## src/rtl/fade_pkg.sv

```systemverilog
package fade_pkg;
    localparam int FN_LO_W = 5;   // F1..F4 in bits 3:0, F0 in bit 4
    localparam int FN_HI_W = 8;   // F5..F12
    localparam int F0_BIT  = 4;
endpackage

```

## src/rtl/fade_tick.sv

```systemverilog
module fade_tick #(
    parameter int CNT_W       = 16,
    parameter int BOOST_WRAPS = 128
) (
    input  logic             clk,
    input  logic             rst_n,
    output logic [CNT_W-1:0] cnt,
    output logic             wrap,
    output logic             boost
);
    localparam int WW = $clog2(BOOST_WRAPS + 1);
    localparam logic [CNT_W-1:0] CNT_MAX = '1;
    localparam logic [WW-1:0]    W_LIM   = WW'(BOOST_WRAPS);

    typedef struct packed {
        logic [CNT_W-1:0] cnt;
        logic [WW-1:0]    wraps;
    } tick_t;

    tick_t s_d, s_q;

    always_comb begin
        s_d = s_q;
        s_d.cnt = s_q.cnt + 1'b1;
        if (s_q.cnt == CNT_MAX && s_q.wraps != W_LIM)
            s_d.wraps = s_q.wraps + 1'b1;
    end

    always_ff @(posedge clk or negedge rst_n) begin
        if (!rst_n) s_q <= '0;
        else        s_q <= s_d;
    end

    assign cnt   = s_q.cnt;
    assign wrap  = (s_q.cnt == CNT_MAX);
    assign boost = ((int'(s_q.wraps) + 1) < BOOST_WRAPS);

    assert_cnt_advance_R1: assert property (@(posedge clk) disable iff (!rst_n)
        1'b1 |=> CNT_W'(s_q.cnt - $past(s_q.cnt)) == CNT_W'(1));
    assert_boost_sat_R7: assert property (@(posedge clk) disable iff (!rst_n)
        s_q.wraps <= W_LIM);
    assert_boost_once_R7: assert property (@(posedge clk) disable iff (!rst_n)
        !boost |=> !boost);
endmodule

```

## src/rtl/fade_lamp.sv

```systemverilog
module fade_lamp
    import fade_pkg::*;
#(
    parameter int                 CNT_W           = 16,
    parameter logic [FN_LO_W-1:0] MASK_LO         = '0,
    parameter logic [FN_HI_W-1:0] MASK_HI         = '0,
    parameter logic [CNT_W-1:0]   TARGET          = '1,
    parameter logic [CNT_W-1:0]   STEP            = 1,
    parameter bit                 F0_OFF_WHEN_FWD = 1'b0
) (
    input  logic               clk,
    input  logic               rst_n,
    input  logic [CNT_W-1:0]   cnt,
    input  logic               wrap,
    input  logic               boost,
    input  logic [FN_LO_W-1:0] func_lo,
    input  logic [FN_HI_W-1:0] func_hi,
    input  logic               dir_fwd,
    output logic               pwm
);
    typedef struct packed {
        logic [CNT_W-1:0] duty;
        logic             pwm;
    } lamp_t;

    lamp_t s_d, s_q;
    logic [FN_LO_W-1:0] lo_eff;
    logic               lit, f0_keep;
    logic [CNT_W-1:0]   up_val, dn_val, cnt_nxt;

    always_comb begin
        f0_keep = F0_OFF_WHEN_FWD ? !dir_fwd : dir_fwd;
        lo_eff  = func_lo;
        if (!f0_keep) lo_eff[F0_BIT] = 1'b0;
        lit     = (|(lo_eff & MASK_LO)) || (|(func_hi & MASK_HI));
        up_val  = ((TARGET - s_q.duty) < STEP) ? TARGET : s_q.duty + STEP;
        dn_val  = (s_q.duty < STEP) ? '0 : s_q.duty - STEP;
        cnt_nxt = cnt + 1'b1;

        s_d = s_q;
        if (wrap) begin
            s_d.duty = lit ? (boost ? TARGET : up_val) : dn_val;
            s_d.pwm  = (s_d.duty != '0);
        end else if (cnt_nxt == s_q.duty) begin
            s_d.pwm = 1'b0;
        end
    end

    always_ff @(posedge clk or negedge rst_n) begin
        if (!rst_n) s_q <= '0;
        else        s_q <= s_d;
    end

    assign pwm = s_q.pwm;

    assert_period_start_R1: assert property (@(posedge clk) disable iff (!rst_n)
        (cnt == '0) |-> (pwm == (s_q.duty != '0)));
    assert_high_below_duty_R1: assert property (@(posedge clk) disable iff (!rst_n)
        pwm |-> (cnt < s_q.duty));
    assert_duty_cap_R5: assert property (@(posedge clk) disable iff (!rst_n)
        s_q.duty <= TARGET);
    assert_hold_between_wraps_R9: assert property (@(posedge clk) disable iff (!rst_n)
        !wrap |=> $stable(s_q.duty));
    assert_step_bound_R6: assert property (@(posedge clk) disable iff (!rst_n)
        (wrap && !boost) |=> ((s_q.duty >= $past(s_q.duty))
            ? (s_q.duty - $past(s_q.duty)) : ($past(s_q.duty) - s_q.duty)) <= STEP);
endmodule

```

## src/rtl/led_fade_pwm.sv

```systemverilog
module led_fade_pwm
    import fade_pkg::*;
#(
    parameter int                 CNT_W       = 16,
    parameter int                 BOOST_WRAPS = 128,
    parameter logic [FN_LO_W-1:0] MASK_A_LO   = 5'b00001,
    parameter logic [FN_HI_W-1:0] MASK_A_HI   = 8'h00,
    parameter logic [FN_LO_W-1:0] MASK_B_LO   = 5'b00100,
    parameter logic [FN_HI_W-1:0] MASK_B_HI   = 8'h00,
    parameter logic [CNT_W-1:0]   TARGET_A    = 16'h8000,
    parameter logic [CNT_W-1:0]   TARGET_B    = 16'h8000,
    parameter logic [CNT_W-1:0]   STEP_A      = 16'h0100,
    parameter logic [CNT_W-1:0]   STEP_B      = 16'h0800
) (
    input  logic               clk,
    input  logic               rst_n,
    input  logic [FN_LO_W-1:0] func_lo,
    input  logic [FN_HI_W-1:0] func_hi,
    input  logic               dir_fwd,
    output logic               pwm_a,
    output logic               pwm_b
);
    localparam int NCH = 2;
    localparam logic [NCH-1:0][FN_LO_W-1:0] M_LO = {MASK_B_LO, MASK_A_LO};
    localparam logic [NCH-1:0][FN_HI_W-1:0] M_HI = {MASK_B_HI, MASK_A_HI};
    localparam logic [NCH-1:0][CNT_W-1:0]   TGT  = {TARGET_B, TARGET_A};
    localparam logic [NCH-1:0][CNT_W-1:0]   STP  = {STEP_B, STEP_A};

    logic [CNT_W-1:0] cnt;
    logic             wrap, boost;
    logic [NCH-1:0]   pwm_w;

    fade_tick #(.CNT_W(CNT_W), .BOOST_WRAPS(BOOST_WRAPS)) u_tick (
        .clk(clk), .rst_n(rst_n), .cnt(cnt), .wrap(wrap), .boost(boost)
    );

    for (genvar i = 0; i < NCH; i++) begin : g_ch
        fade_lamp #(
            .CNT_W(CNT_W), .MASK_LO(M_LO[i]), .MASK_HI(M_HI[i]),
            .TARGET(TGT[i]), .STEP(STP[i]), .F0_OFF_WHEN_FWD(i == 1)
        ) u_lamp (
            .clk(clk), .rst_n(rst_n), .cnt(cnt), .wrap(wrap), .boost(boost),
            .func_lo(func_lo), .func_hi(func_hi), .dir_fwd(dir_fwd),
            .pwm(pwm_w[i])
        );
    end

    assign pwm_a = pwm_w[0];
    assign pwm_b = pwm_w[1];
endmodule

```

## config.mk

```make
export PLATFORM = sky130hd
export DESIGN_NAME = led_fade_pwm
export DESIGN_NICKNAME = d
export VERILOG_FILES = /design/src/rtl/fade_pkg.sv /design/src/rtl/fade_tick.sv /design/src/rtl/fade_lamp.sv /design/src/rtl/led_fade_pwm.sv
export SDC_FILE = /design/constraint.sdc
export NUM_CORES = 1
export LEC_CHECK = 0
export BUFFER_PORTS_ARGS = -buffer_cell sky130_fd_sc_hd__buf_2
export CAP_MARGIN = 20
export CELL_PAD_IN_SITES_DETAIL_PLACEMENT = 1
export CELL_PAD_IN_SITES_GLOBAL_PLACEMENT = 1
export CORE_MARGIN = 10
export CORE_UTILIZATION = 50
export CTS_CLUSTER_SIZE = 12
export DETAILED_ROUTE_END_ITERATION = 8
export PLACE_DENSITY_LB_ADDON = 0.1
export SYNTH_ARGS = -nofsm -noshare
export SYNTH_HDL_FRONTEND = slang
export SYNTH_SLANG_ARGS = --single-unit
export TNS_END_PERCENT = 1
```

## constraint.sdc

```tcl
create_clock -name clk -period 4.15 [get_ports clk]
set_input_delay 1.0375 -clock clk [delete_from_list [all_inputs] [get_ports clk]]
set_output_delay 1.0375 -clock clk [all_outputs]
set_load 0.005 [all_outputs]
```

# Word-level counts from Yosys, hierarchy flattened
# Index checks and enable logic that the tools add are counted.
[totals]
regBits = 58
word_cells = 41
out_inout_bits = 2
[op_classes]
n_eq_ne = 4
order_cmp = 5
reduce_logical = 5
n_mux = 12
addsub = 9
[ops]
columns = ["operator", "n"]
rows = [
  ["16-bit 2-to-1 mux", 8],
  ["16-bit equality test", 2],
  ["16-bit by 12-bit less-than comparator with 1-bit output, second input constant", 2],
  ["16-bit by 9-bit less-than comparator with 1-bit output, second input constant", 2],
  ["32-bit by 9-bit less-than comparator with 1-bit output, second input constant", 1],
  ["16-bit nonzero test", 2],
  ["16-bit subtractor, first input constant", 2],
  ["16-bit by 1-bit adder with 16-bit output, second input constant", 1],
  ["16-bit by 12-bit adder with 16-bit output, second input constant", 1],
  ["16-bit by 9-bit adder with 16-bit output, second input constant", 1],
  ["16-bit equality test, second input constant", 1],
  ["16-bit by 12-bit subtractor with 16-bit output, second input constant", 1],
  ["16-bit by 9-bit subtractor with 16-bit output, second input constant", 1],
  ["8-bit by 1-bit adder with 9-bit output, second input constant", 1],
  ["8-bit by 1-bit adder with 8-bit output, second input constant", 1],
  ["8-bit != test, second input constant", 1],
  ["1-bit 2-to-1 mux", 4],
  ["2-bit nonzero test", 2],
  ["1-bit logical AND", 1],
]

# Logic depth before layout (Yosys ltp)
# Gate-level depths: netlist of run 1.
[depth]
ltp_word = 7
depth_mapped = 10
mapped_depth_nobuf = 9

# By module
# From an unflattened synthesis of run 1, not the netlist that was laid out.
[unflattened]
hier_cells = 521
area_unflattened_um2 = 4631.9
[modules_own_cells]
columns = ["module", "area_each_um2", "cells_each", "seq_area_each_um2", "n_inst"]
rows = [
  ["fade_lamp at g_ch[0].u_lamp", 1888.1, 232, 425.4, 1],
  ["fade_lamp at g_ch[1].u_lamp", 1481.4, 172, 425.4, 1],
  ["fade_tick", 1262.5, 117, 600.6, 1],
]

# Worst setup path before layout of run 1
# No wires, ideal clock.
[synth_timing]
path_type = "reg2reg"
startpoint = "reg g_ch[0].u_lamp.s_q[9] in the netlist's numbering"
endpoint = "reg g_ch[0].u_lamp.s_q[14] in the netlist's numbering"
synth_period_minus_slack_ns = 2.547
path_buffers = 1
setup_slack_ns = 1.603
t_arrival_ns = 2.429
path_stages_with_launch = 10
path_cell_list = "dfrtp_1 clkbuf_1 inv_1 ha_1 and4_1 or4_4 nor3_4 nor2_2 a221o_1 a21o_1"
[synth_via]
elab_chain_cells = 5
elab_cells_between_ends = 9
classes_between = "add/sub: 3; order compare: 2; mux: 4"
[synth_rtl]
columns = ["item", "line_no", "source"]
rows = [
  ["start, declared", "fade_lamp.sv:26", "lamp_t s_d, s_q;"],
  ["start signal, assigned", "fade_lamp.sv:50", "if (!rst_n) s_q <= '0;"],
  ["start signal, assigned", "fade_lamp.sv:51", "else s_q <= s_d;"],
  ["16-bit subtractor", "fade_lamp.sv:36", "up_val = ((TARGET - s_q.duty) < STEP) ? TARGET : s_q.duty + STEP;"],
  ["16-bit by 9-bit less-than comparator with 1-bit output", "fade_lamp.sv:36", ""],
  ["16-bit 2-to-1 mux", "fade_lamp.sv:36", ""],
  ["16-bit 2-to-1 mux", "fade_lamp.sv:42", "s_d.duty = lit ? (boost ? TARGET : up_val) : dn_val;"],
  ["16-bit 2-to-1 mux *", "fade_lamp.sv:42", ""],
]
# Mark *: on every way between the ends. The rest lies on a longest branch, timed or not.
# A chain may end at the register's enable or synchronous reset.

# Worst setup path in the final report of run 1
[layout_timing]
startpoint = "reg u_tick.s_q (netlist bit u_tick.cnt[0])"
endpoint = "reg g_ch[1].u_lamp.s_q (netlist bit g_ch[1].u_lamp.pwm)"
[layout_via]
elab_chain_cells = 3
elab_cells_between_ends = 5
classes_between = "add/sub: 1; eq/ne: 2; mux: 1; reduce/logical: 1"
[layout_rtl]
columns = ["item", "line_no", "source"]
rows = [
  ["start, declared", "fade_tick.sv:20", "tick_t s_d, s_q;"],
  ["start signal, assigned", "fade_tick.sv:30", "if (!rst_n) s_q <= '0;"],
  ["start signal, assigned", "fade_tick.sv:31", "else s_q <= s_d;"],
  ["16-bit by 1-bit adder with 16-bit output", "fade_lamp.sv:38", "cnt_nxt = cnt + 1'b1;"],
  ["16-bit equality test", "fade_lamp.sv:44", "end else if (cnt_nxt == s_q.duty) begin"],
  ["2-bit nonzero test (no source line)", "--", ""],
  ["end signal, assigned", "fade_lamp.sv:50", ""],
  ["end signal, assigned", "fade_lamp.sv:51", ""],
  ["end, declared", "fade_lamp.sv:26", ""],
]
# Parallel ways exist; a longest one is shown, timed or not.

==> reports/metrics.yaml, run 1 <==
floorplanning:
  core-area_um2: 7770
  die_y_um: 110
  initial_core_util_pct: 51.7
  boundaryPins: 18
  rows: 32
  dieArea_um2: 12000
  die_x_um: 110
routing:
  ant_nets: 0
  drtIter0Drc: 169
  route.detailed.vias_per_inst: 6.16
  wl_um: 10600
  routed-via-count: 3322
  drt_pass1_iterations: 4
  detail_route.wl_per_cell_um: 19.7
  drc: 0
synth:
  synth_fp_nets: 466
  synth_edf_count: 0
  yosysSeqAreaShare_pct: 36.2
  syn_inst: 442
  ys_async_sr_fraction_pct: 100
  syn_avg_cell_area_um2: 9.08
  yosys.area.top_type_share_pct: 36.2
  syn_area_um2: 4010
  ys_types: 61
  synth_area_leaders: "dfrtp_1, xnor2_1, nand2_1"
  yosysWarnings: 0
  synth_top_area_cell: "dfrtp_1"
  synth_flop_cell: "dfrtp_1"
  ys_ff_latch: 58
clock_network:
  clkTransAtPathRegs_ns: 0.07
  cts_buffers: 9
  cts.sinks: 58
  cts_root_buffer: "clkbuf_8"
  ctsHoldBuffers: 0
  cts_resized: 0
  clockBufferDepth: 2
  worstSkewPairLatency_ns: 0.35
  cts_setup_buffers: 0
  cts_tree: "yes"
  htreeDepth: 3
final_layout:
  drive_gt1_share_pct: 8.01
  multiInputGateArea_um2: 2400
  nNetsFinal: 456
  fill_cells: 911
  final_common_cell: "dfrtp_1"
  seq_area_um2: 1450
  finish.instance_area_um2: 4300
  final_core_util_pct: 55.3
  layout_common_cells: "dfrtp_1, nand2_1, xnor2_1"
  areaGrowthSynthToFinish_pct: 7.01
  diodes: 0
sta:
  fin_worst_skew_ns: 0.00988
  grt_setup_unrepaired: "false"
  timing.final.hold_violations: 0
  hold_slack_ns: 0.521
  tns_ns: 0
  max_freq_mhz: 312
  setup_viol: 0
  timing.final.crit_share_pct: 77.2
  worst_pin_slew_ns: 0.935
  finalWorstPathRequiredPeriod_ns: 3.20
  slew_violations: 0
  relSlewSlack_pct: 37.6
critical_path:
  start_kind: "flop"
  path_cells: "ha_1 > inv_1 > nor4_1 > xnor3_1 > nand2_1 > or4_1 > o41ai_1 > o21ai_0"
  max_stage_delay_ns: 0.66
  required_ns: 4.34
  critPathMaxFanout: 10
  crit_arrival_ns: 3.40
  endpoint_kind: "flop"
  crit_type: "flop to flop"
  cpMaxStageDelayCell: "nor4_1"
  crit_buf_inv: 1
  critPathTopFamily: "simple AND/OR/NAND/NOR gates"
power_and_ir_drop:
  power.leakage_uw: 0.00181
  power_uw: 1220
  power_density_nw_per_um2: 284
  ir_drop_v: 0.000243
global_route:
  grt_max_degree: 41
  antenna_found_initial: 0
  grt_pass1_vias: 3491
  globalRouteTotalUtil_pct: 19.1
  grt_pass1_wl_um: 18300
  gr-total-overflow: 0
placement:
  gp_congestion: 0.859
  dp_hpwl_um: 7580
  port-buffer-count: 5
  placed_area_um2: 4080
min_path:
  hp-class: "flop to flop"
outcome:
  status: "complete, no violations"
run:
  max_cap_violations: 0
==> worst register-to-register path: cells and delay by family (launching register included) <==
kind / cells / cell delay (ns)
simple gates: 3 / 1.23
flops: 1 / 0.54
fa+ha+maj: 1 / 0.48
compound gates: 2 / 0.43
xor+xnor: 1 / 0.24
buf+inv: 1 / 0.14
==> cell type report <==
type | instances | area share (%)
tap | 102 | 2.97
timing repair buffer | 7 | 0.932
multi-input combinational | 341 | 55.9
clock buffer | 11 | 3.29
inverter | 15 | 1.31
sequential | 58 | 33.8
clock inverter | 5 | 1.81
==> registers in the layout (all words and copies together) (netlist names) <==
signal	count
g_ch.u_lamp.s_q	32
u_tick.cnt	16
u_tick.s_q	8
g_ch.u_lamp.pwm	2
==> cells in the mapped netlist (all sizes together), types with 3 or more instances <==
master,n
nor2b,22
xor2,17
nand2b,3
dfrtp,58
o41ai,3
and4,4
inv,15
and2,3
o211ai,3
nand2,42
xor3,3
nor4,8
nand3,20
clkbuf,26
ha,8
nor2,22
xnor3,7
xnor2,31
and3,8
a31oi,6
nand4,12
nor3,20
or4,4
a21oi,17
o22ai,3
o31ai,7
o21ai,28
==> kinds of logic (layout without fill, tap and decap cells) <==
logic type | count (synthesis) | after routing | share of synthesized area, %
and+or+nand+nor | 179 | 179 | 25.0
DFF | 58 | 58 | 36.2
AOI/OAI and AO/OA | 92 | 92 | 15.1
adders and majority gates | 8 | 8 | 2.49
xor gates and xnor gates | 58 | 58 | 16.2
muxes | 4 | 4 | 1.06
buffers and inverters | 43 | 38 | 4.02
==> through the flow <==
stage | std cells | setup WS (ns)
after CTS | 539 | 0.898
after detailed placement | 523 | 1.03
after floorplan | 442 | 1.60
after global placement | 523 | 1.11
after global routing | 539 | 0.713
final | 539 | 0.945
==> per-layer routing <==
metal | part of all wire, % | track usage, % | vias up | wire length, um
li1 | - | - | 1580 | -
met1 | 46 | 25.9 | 1673 | 4880
met2 | 49 | 30.5 | 59 | 5160
met3 | 4.4 | 4.21 | 10 | 462
met4 | 1.1 | 4.37 | 0 | 116
met5 | 0 | 0 | - | 0
==> final timing paths <==
kind | slack, ns | cells after the start | endpoint | from
max | 0.95 | 8 | g_ch[1].u_lamp.pwm | u_tick.cnt[0]
min | 0.52 | 1 | u_tick.s_q[5] | u_tick.s_q[5]
max reg2reg | 0.95 | 8 | g_ch[1].u_lamp.pwm | u_tick.cnt[0]
min reg2reg | 0.52 | 1 | u_tick.s_q[5] | u_tick.s_q[5]
max in group asynchronous | 2.49 | 2 | u_tick.cnt[11] | rst_n
min in group asynchronous | 0.83 | 1 | g_ch[0].u_lamp.s_q[2] | rst_n
==> power breakdown <==
part / total, uW / leakage [uW] / internal (uW) / switching (uW)
Combinational: 44.3 / 0.000961 / 13.4 / 30.9
Clock: 602 / 0.000109 / 353 / 249
Sequential: 574 / 0.000743 / 567 / 6.89
Total: 1220 / 0.00181 / 933 / 287
(Power assumes the default switching activity.)
==> run 2: changes to the inputs <==
--- a/config.mk
+++ b/config.mk
@@ -10,7 +10,7 @@
 export CELL_PAD_IN_SITES_DETAIL_PLACEMENT = 1
 export CELL_PAD_IN_SITES_GLOBAL_PLACEMENT = 1
 export CORE_MARGIN = 10
-export CORE_UTILIZATION = 50
+export CORE_UTILIZATION = 48
 export CTS_CLUSTER_SIZE = 12
 export DETAILED_ROUTE_END_ITERATION = 8
 export PLACE_DENSITY_LB_ADDON = 0.1
==> constraint.sdc (replaced) <==
create_clock -name clk -period 3 [get_ports clk]
set_input_delay 0.75 -clock clk [delete_from_list [all_inputs] [get_ports clk]]
set_output_delay 0.75 -clock clk [all_outputs]
set_load 0.005 [all_outputs]
==> reports/metrics.yaml, run 2 (synthesis results as in run 1) <==
outcome:
  status: "complete, no violations"
critical_path:
  critPathTopFamily: "compound AO/OA/AOI/OAI gates"
  rr_worst_depth: 9  # +1
  cpMaxStageDelayCell: "a2111oi_0"
  start_kind: "flop"
  r2r_slack_ns: 0.25  # -0.69 ns
  cp_num_cells: 9  # +1
  crit_buf_inv: 1  # unchanged
  regToRegStartpoint: "u_tick.cnt[1]"
  reg2reg_to: "g_ch[0].u_lamp.pwm"
  crit_type: "flop to flop"
  critPathMaxFanout: 7  # -3
  required_ns: 3.20  # -1.14 ns
  endpoint_kind: "flop"
  max_stage_delay_ns: 0.47  # -0.19 ns
  crit_arrival_ns: 2.95  # -0.45 ns
  crit_top_cell: "xor2_1"
  path_cells: "ha_1 > buf_4 > xor2_1 > xor2_1 > a311o_1 > a2111oi_0 > o2111ai_1 > o31ai_1 > a41oi_1"
clock_network:
  clockBufferDepth: 2  # unchanged
  clkTransAtPathRegs_ns: 0.08  # about the same
  worstSkewPairLatency_ns: 0.35  # about the same
  ctsHoldBuffers: 0  # unchanged
  cts_buffers: 9  # unchanged
  cts_root_buffer: "clkbuf_8"
  cts_resized: 0  # unchanged
  htreeDepth: 3  # unchanged
  cts.sinks: 58  # unchanged
  cts_tree: "yes"
routing:
  ant_nets: 0  # unchanged
  wl_um: 11100  # +4.1%
  drtIter0Drc: 134  # -21%
  drt_pass1_iterations: 4  # unchanged
  detail_route.wl_per_cell_um: 19.4  # -1.4%
  routed-via-count: 3448  # +3.8%
  drc: 0  # unchanged
  route.detailed.vias_per_inst: 6.06  # -1.7%
sta:
  grt_setup_unrepaired: "false"
  timing.final.hold_violations: 0  # unchanged
  slew_violations: 0  # unchanged
  finalWorstPathRequiredPeriod_ns: 2.75  # -0.456 ns
  worst_pin_slew_ns: 0.796  # -0.140 ns
  timing.final.crit_share_pct: 91.6  # +14 points
  tns_ns: 0  # unchanged
  relSlewSlack_pct: 46.7  # +9.1 points
  max_freq_mhz: 364  # +17%
  setup_viol: 0  # unchanged
  fin_worst_skew_ns: 0.0124  # +0.00256 ns
placement:
  dp_hpwl_um: 8210  # +8.3%
  placed_area_um2: 4250  # +4.3%
  port-buffer-count: 5  # unchanged
  gp_congestion: 0.878  # +2.2%
floorplanning:
  initial_core_util_pct: 49.1  # -2.6 points
  die_y_um: 111  # +1.7%
  die_x_um: 111  # +1.7%
  rows: 33  # +3.1%
  dieArea_um2: 12400  # +3.4%
  boundaryPins: 18  # unchanged
  core-area_um2: 8180  # +5.3%
final_layout:
  areaGrowthSynthToFinish_pct: 11.1
  drive_gt1_share_pct: 13.6  # +5.6 points
  largest_reg_flops: 32  # unchanged
  nNetsFinal: 483  # +5.9%
  top_register: "g_ch.u_lamp.s_q"
  final_common_cell: "dfrtp_1"
  finish.instance_area_um2: 4460  # +3.8%
  diodes: 0  # unchanged
  layout_common_cells: "dfrtp_1, nand2_1, xnor2_1"
global_route:
  antenna_found_initial: 0  # unchanged
  gr-total-overflow: 0  # unchanged
  grt_max_degree: 22  # -46%
  globalRouteTotalUtil_pct: 17.7  # -1.4 points
  grt_pass1_vias: 3556  # +1.9%
  grt_pass1_wl_um: 18500  # +1.2%
run:
  max_cap_violations: 0  # unchanged
power_and_ir_drop:
  power.leakage_uw: 0.00192  # +5.7%
  ir_drop_v: 0.000261  # +7.4%
  power_density_nw_per_um2: 341  # +20%
min_path:
  hp-class: "input port to asynchronous set/reset pin"
[run 2: cell count changes in the layout (fill, tap and decap cells not counted), sizes merged]
cell	previous run	this run
buf	7	34
bufinv	2	0
clkbuf	11	9
clkinv	2	3
clkinvlp	1	3
inv	15	16
[run 2: worst max path at each step]
stage | startpoint | end | slack [ns]
after floorplan | g_ch[0].u_lamp.s_q[9] | g_ch[0].u_lamp.s_q[14] | 0.45
after global placement | g_ch[0].u_lamp.s_q[5] | g_ch[0].u_lamp.pwm | 0.27
after detailed placement | g_ch[0].u_lamp.s_q[8] | g_ch[0].u_lamp.pwm | 0.21
after CTS | g_ch[0].u_lamp.s_q[8] | g_ch[0].u_lamp.pwm | 0.19
after global routing | u_tick.cnt[2] | g_ch[1].u_lamp.pwm | 0.03
final | u_tick.cnt[1] | g_ch[0].u_lamp.pwm | 0.25
[run 2: repair_timing]
action,in CTS,in global routing
hold endpoints to repair,0,0
setup endpoints to repair,0,1
setup buffers,0,4
[run 2: report_power, final]
| group | internal [uW] | switching (uW) | total [uW] |
|---|---|---|---|
| Sequential | 784 | 2.04 | 786 |
| Clock | 303 | 358 | 661 |
| Combinational | 22.0 | 51.8 | 73.8 |
[run 2: cell type report]
cell class / instances / area, um^2
clock buffers: 9 / 124
clock inverters: 7 / 53.8
fillers: 951 / 3710
inverters: 15 / 56.3
multi-input cells: 341 / 2400
flip-flops and latches: 58 / 1450
well taps: 105 / 131
repair buffers: 34 / 243
[run 2: per-layer routing]
metal | up-vias | part of all wire (%) | GRT usage [%]
li1 | 1634 | - | -
met1 | 1753 | 47 | 23.4
met2 | 44 | 50 | 28.7
met3 | 17 | 2.1 | 2.47
met4 | 0 | 1.6 | 6.60
met5 | - | 0 | 0
[run 2: through the flow]
| stage | cells | utilization, % | hold WS (ns) | total power, uW | setup WS, ns |
|---|---|---|---|---|---|
| floorplan | 442 | - | 0.454 | 839 | 0.453 |
| global placement | 549 | 52.0 | 0.488 | 873 | 0.266 |
| detailed placement | 549 | 52.0 | 0.504 | 876 | 0.214 |
| CTS | 565 | 54.2 | 0.365 | 1540 | 0.187 |
| global route | 569 | 54.6 | 0.380 | 1580 | 0.0311 |
| finish | 569 | 54.6 | 0.359 | 1520 | 0.251 |
==> run 3: changes to the inputs <==
--- a/config.mk
+++ b/config.mk
@@ -5,12 +5,13 @@
 export SDC_FILE = /design/constraint.sdc
 export NUM_CORES = 1
 export LEC_CHECK = 0
+export ABC_AREA = 1
 export BUFFER_PORTS_ARGS = -buffer_cell sky130_fd_sc_hd__buf_2
 export CAP_MARGIN = 20
 export CELL_PAD_IN_SITES_DETAIL_PLACEMENT = 1
 export CELL_PAD_IN_SITES_GLOBAL_PLACEMENT = 1
 export CORE_MARGIN = 10
-export CORE_UTILIZATION = 48
+export CORE_UTILIZATION = 45
 export CTS_CLUSTER_SIZE = 12
 export DETAILED_ROUTE_END_ITERATION = 8
 export PLACE_DENSITY_LB_ADDON = 0.1
==> reports/metrics.yaml, run 3 <==
critical_path:
  regToRegStartpoint: "g_ch[0].u_lamp.s_q[9]"
  critPathTopFamily: "simple AND/OR/NAND/NOR gates"
  r2r_slack_ns: 0.54  # +0.29 ns
  crit_top_cell: "nand2_1"
  critPathMaxFanout: 8  # +1
  path_cells: "inv_2 > ha_1 > nand2_1 > nor2_1 > nand3_1 > nand2_1 > nand2_1 > nor2_1 > nand3_2 > nand2_1 > nand2_1 > nor2_1 > nand2_1 > nor2_1 > nor2_1"
  max_stage_delay_ns: 0.49  # +0.02 ns
  cpMaxStageDelayCell: "dfrtp_1"
  rr_worst_depth: 15  # +6
  crit_type: "flop to flop"
  required_ns: 3.24  # +0.04 ns
  start_kind: "flop"
  endpoint_kind: "flop"
  crit_buf_inv: 1  # unchanged
  crit_arrival_ns: 2.69  # -0.26 ns
  reg2reg_to: "g_ch[0].u_lamp.pwm"
synth:
  syn_area_um2: 4020  # +0.19%
  synth_fp_nets: 616  # +32%
  syn_avg_cell_area_um2: 6.79  # -25%
  synthMostInstantiatedCell: "nand2_1"
  synth-simple-area-share_pct: 39.0  # +14 points
  synth_common_cells: "nand2_1, nor2_1, inv_1, nand3_1, dfrtp_1"
  synth_edf_count: 0  # unchanged
  synth.area.mux_share_pct: 0  # -1.1 points
  ys_ff_latch: 58  # unchanged
  synth_flop_cell: "dfrtp_1"
  yosysWarnings: 0  # unchanged
  synth_area_leaders: "dfrtp_1, nand2_1, nor2_1"
  synth_top_area_cell: "dfrtp_1"
  ys_async_sr_fraction_pct: 100  # unchanged
  synth_top_family_by_area: "simple AND/OR/NAND/NOR gates"
  syn_inst: 592  # +34%
  ys_types: 37  # -39%
  synth-adder-area-share_pct: 2.49  # -0.0047 points
  synth_compound_area_share_pct: 4.88  # -10 points
  yosysSeqAreaShare_pct: 36.1  # -0.068 points
  yosys.area.top_type_share_pct: 36.1  # -0.068 points
  synthXorXnorAreaFrac_pct: 7.90  # -8.3 points
power_and_ir_drop:
  p_switching_uw: 385  # -6.4%
  seq_power_share_pct: 46.2  # -5.5 points
  power_density_nw_per_um2: 385  # +13%
  power.leakage_uw: 0.00232  # +21%
  ir_drop_v: 0.000219  # -16%
  p_sw_share_pct: 22.7  # -4.4 points
  p_int_uw: 1310  # +18%
  p_comb_share_pct: 2.9  # -2.0 points
  pwr-share-clk_pct: 50.8  # +7.3 points
  power_uw: 1700  # +12%
global_route:
  antenna_found_initial: 0  # unchanged
  grt_max_degree: 33  # +50%
  globalRouteTotalUtil_pct: 18.8  # +1.1 points
  gr-total-overflow: 0  # unchanged
  grt_pass1_wl_um: 20000  # +8.4%
  grt_pass1_vias: 4078  # +15%
final_layout:
  largest_reg_flops: 32  # unchanged
  nNetsFinal: 627  # +30%
  diodes: 0  # unchanged
  drive_gt1_share_pct: 8.39  # -5.2 points
  seq_area_um2: 1450  # unchanged
  multiInputGateArea_um2: 2180  # -9.0%
  layout_common_cells: "nand2_1, nor2_1, inv_1"
  final_common_cell: "nand2_1"
  areaGrowthSynthToFinish_pct: 9.65
  top_register: "g_ch.u_lamp.s_q"
  fill_cells: 1160  # +22%
placement:
  gp_congestion: 0.855  # -2.6%
  port-buffer-count: 5  # unchanged
  dp_hpwl_um: 8980  # +9.4%
sta:
  timing.final.hold_violations: 0  # unchanged
  worst_pin_slew_ns: 0.671  # -0.125 ns
  setup_viol: 0  # unchanged
  grt_setup_unrepaired: "false"
  finalWorstPathRequiredPeriod_ns: 2.46  # -0.292 ns
  max_freq_mhz: 407  # +12%
  relSlewSlack_pct: 55.3  # +8.6 points
  slew_violations: 0  # unchanged
  hold_slack_ns: 0.438  # +0.0797 ns
  timing.final.crit_share_pct: 81.9  # -9.7 points
  fin_worst_skew_ns: 0.0126  # +0.000125 ns
  tns_ns: 0  # unchanged
routing:
  detail_route.wl_per_cell_um: 16.0  # -17%
  drc: 0  # unchanged
  routed-via-count: 3749  # +8.7%
  drtIter0Drc: 152  # +13%
  wl_um: 11500  # +4.0%
  route.detailed.vias_per_inst: 5.24  # -14%
  ant_nets: 0  # unchanged
  drt_pass1_iterations: 4  # unchanged
floorplanning:
  rows: 34  # +3.0%
  initial_core_util_pct: 46.1  # -3.0 points
  die_x_um: 115  # +2.8%
  dieArea_um2: 13100  # +5.6%
  die_y_um: 115  # +2.8%
  core-area_um2: 8720  # +6.7%
  boundaryPins: 18  # unchanged
clock_network:
  cts_setup_buffers: 0  # unchanged
  cts_tree: "yes"
  htreeDepth: 3  # unchanged
  cts_resized: 0  # unchanged
  clkTransAtPathRegs_ns: 0.08  # about the same
  clockBufferDepth: 2  # unchanged
  worstSkewPairLatency_ns: 0.34  # about the same
  cts_root_buffer: "clkbuf_8"
  cts.sinks: 58  # unchanged
  ctsHoldBuffers: 0  # unchanged
  cts_buffers: 9  # unchanged
run:
  max_cap_violations: 0  # unchanged
outcome:
  status: "complete, no violations"
min_path:
  hp-class: "input port to asynchronous set/reset pin"
-- run 3: cell types whose count changed in the layout (fill, tap and decap cells not counted), sizes merged, moves of 10 or more --
cell   before  now
nor3       20    5
nor2       22   96
buf        34    8
nand3      20   67
xnor2      31    6
nor2b      22    0
inv        16   91
a21oi      17    7
nand2      42  174
-- run 3: kinds of logic after synthesis --
family,Yosys count
and+or+nand+nor,359
AOI/OAI and AO/OA,35
buffers and inverters,99
xor gates and xnor gates,33
adders and majority gates,8
DFF,58
-- run 3: worst max path at each step --
stage | from | to | slack [ns] | cells after the start
global placement | g_ch[0].u_lamp.s_q[9] | g_ch[0].u_lamp.pwm | 0.66 | 15
finish | g_ch[0].u_lamp.s_q[9] | g_ch[0].u_lamp.pwm | 0.54 | 15
detailed placement | u_tick.cnt[0] | g_ch[0].u_lamp.pwm | 0.58 | 14
CTS | g_ch[0].u_lamp.s_q[9] | g_ch[0].u_lamp.pwm | 0.56 | 15
global route | u_tick.cnt[0] | g_ch[0].u_lamp.pwm | 0.27 | 14
floorplan | g_ch[0].u_lamp.s_q[9] | g_ch[0].u_lamp.pwm | 1.12 | 15
-- run 3: power groups by stage --
| stage | combinational (uW) | sequential [uW] | clock [uW] |
|---|---|---|---|
| global placement | 49.3 | 801 | 0 |
| floorplan | 21.0 | 800 | 0 |
| detailed placement | 50.8 | 801 | 0 |
| global route | 57.4 | 786 | 916 |
| CTS | 51.1 | 785 | 879 |
| finish | 50.0 | 785 | 863 |
-- run 3: area by class of cell --
type / count / share of cell area [%]
multi-input cells: 435 / 49.5
flip-flops and latches: 58 / 32.9
inverters: 91 / 7.75
clock buffers: 11 / 3.43
well taps: 108 / 3.06
clock inverters: 5 / 1.93
repair buffers: 8 / 1.36
-- run 3: metrics by stage --
stage | area, um^2 | std cells | util, % | setup WS [ns]
floorplan | 4020 | 592 | - | 1.12
global placement | 4170 | 700 | 47.8 | 0.665
detailed placement | 4170 | 700 | 47.8 | 0.580
CTS | 4410 | 716 | 50.6 | 0.559
global route | 4410 | 716 | 50.6 | 0.272
finish | 4410 | 716 | 50.6 | 0.543
-- run 3: layer usage --
| metal | vias up | track usage (%) | share of wire (%) |
|---|---|---|---|
| met5 | - | 0 | 0 |
| met4 | 0 | 5.26 | 1.5 |
| met3 | 15 | 3.25 | 2.7 |
| met2 | 41 | 29.7 | 46 |
| met1 | 1830 | 25.7 | 50 |
| li1 | 1863 | - | - |
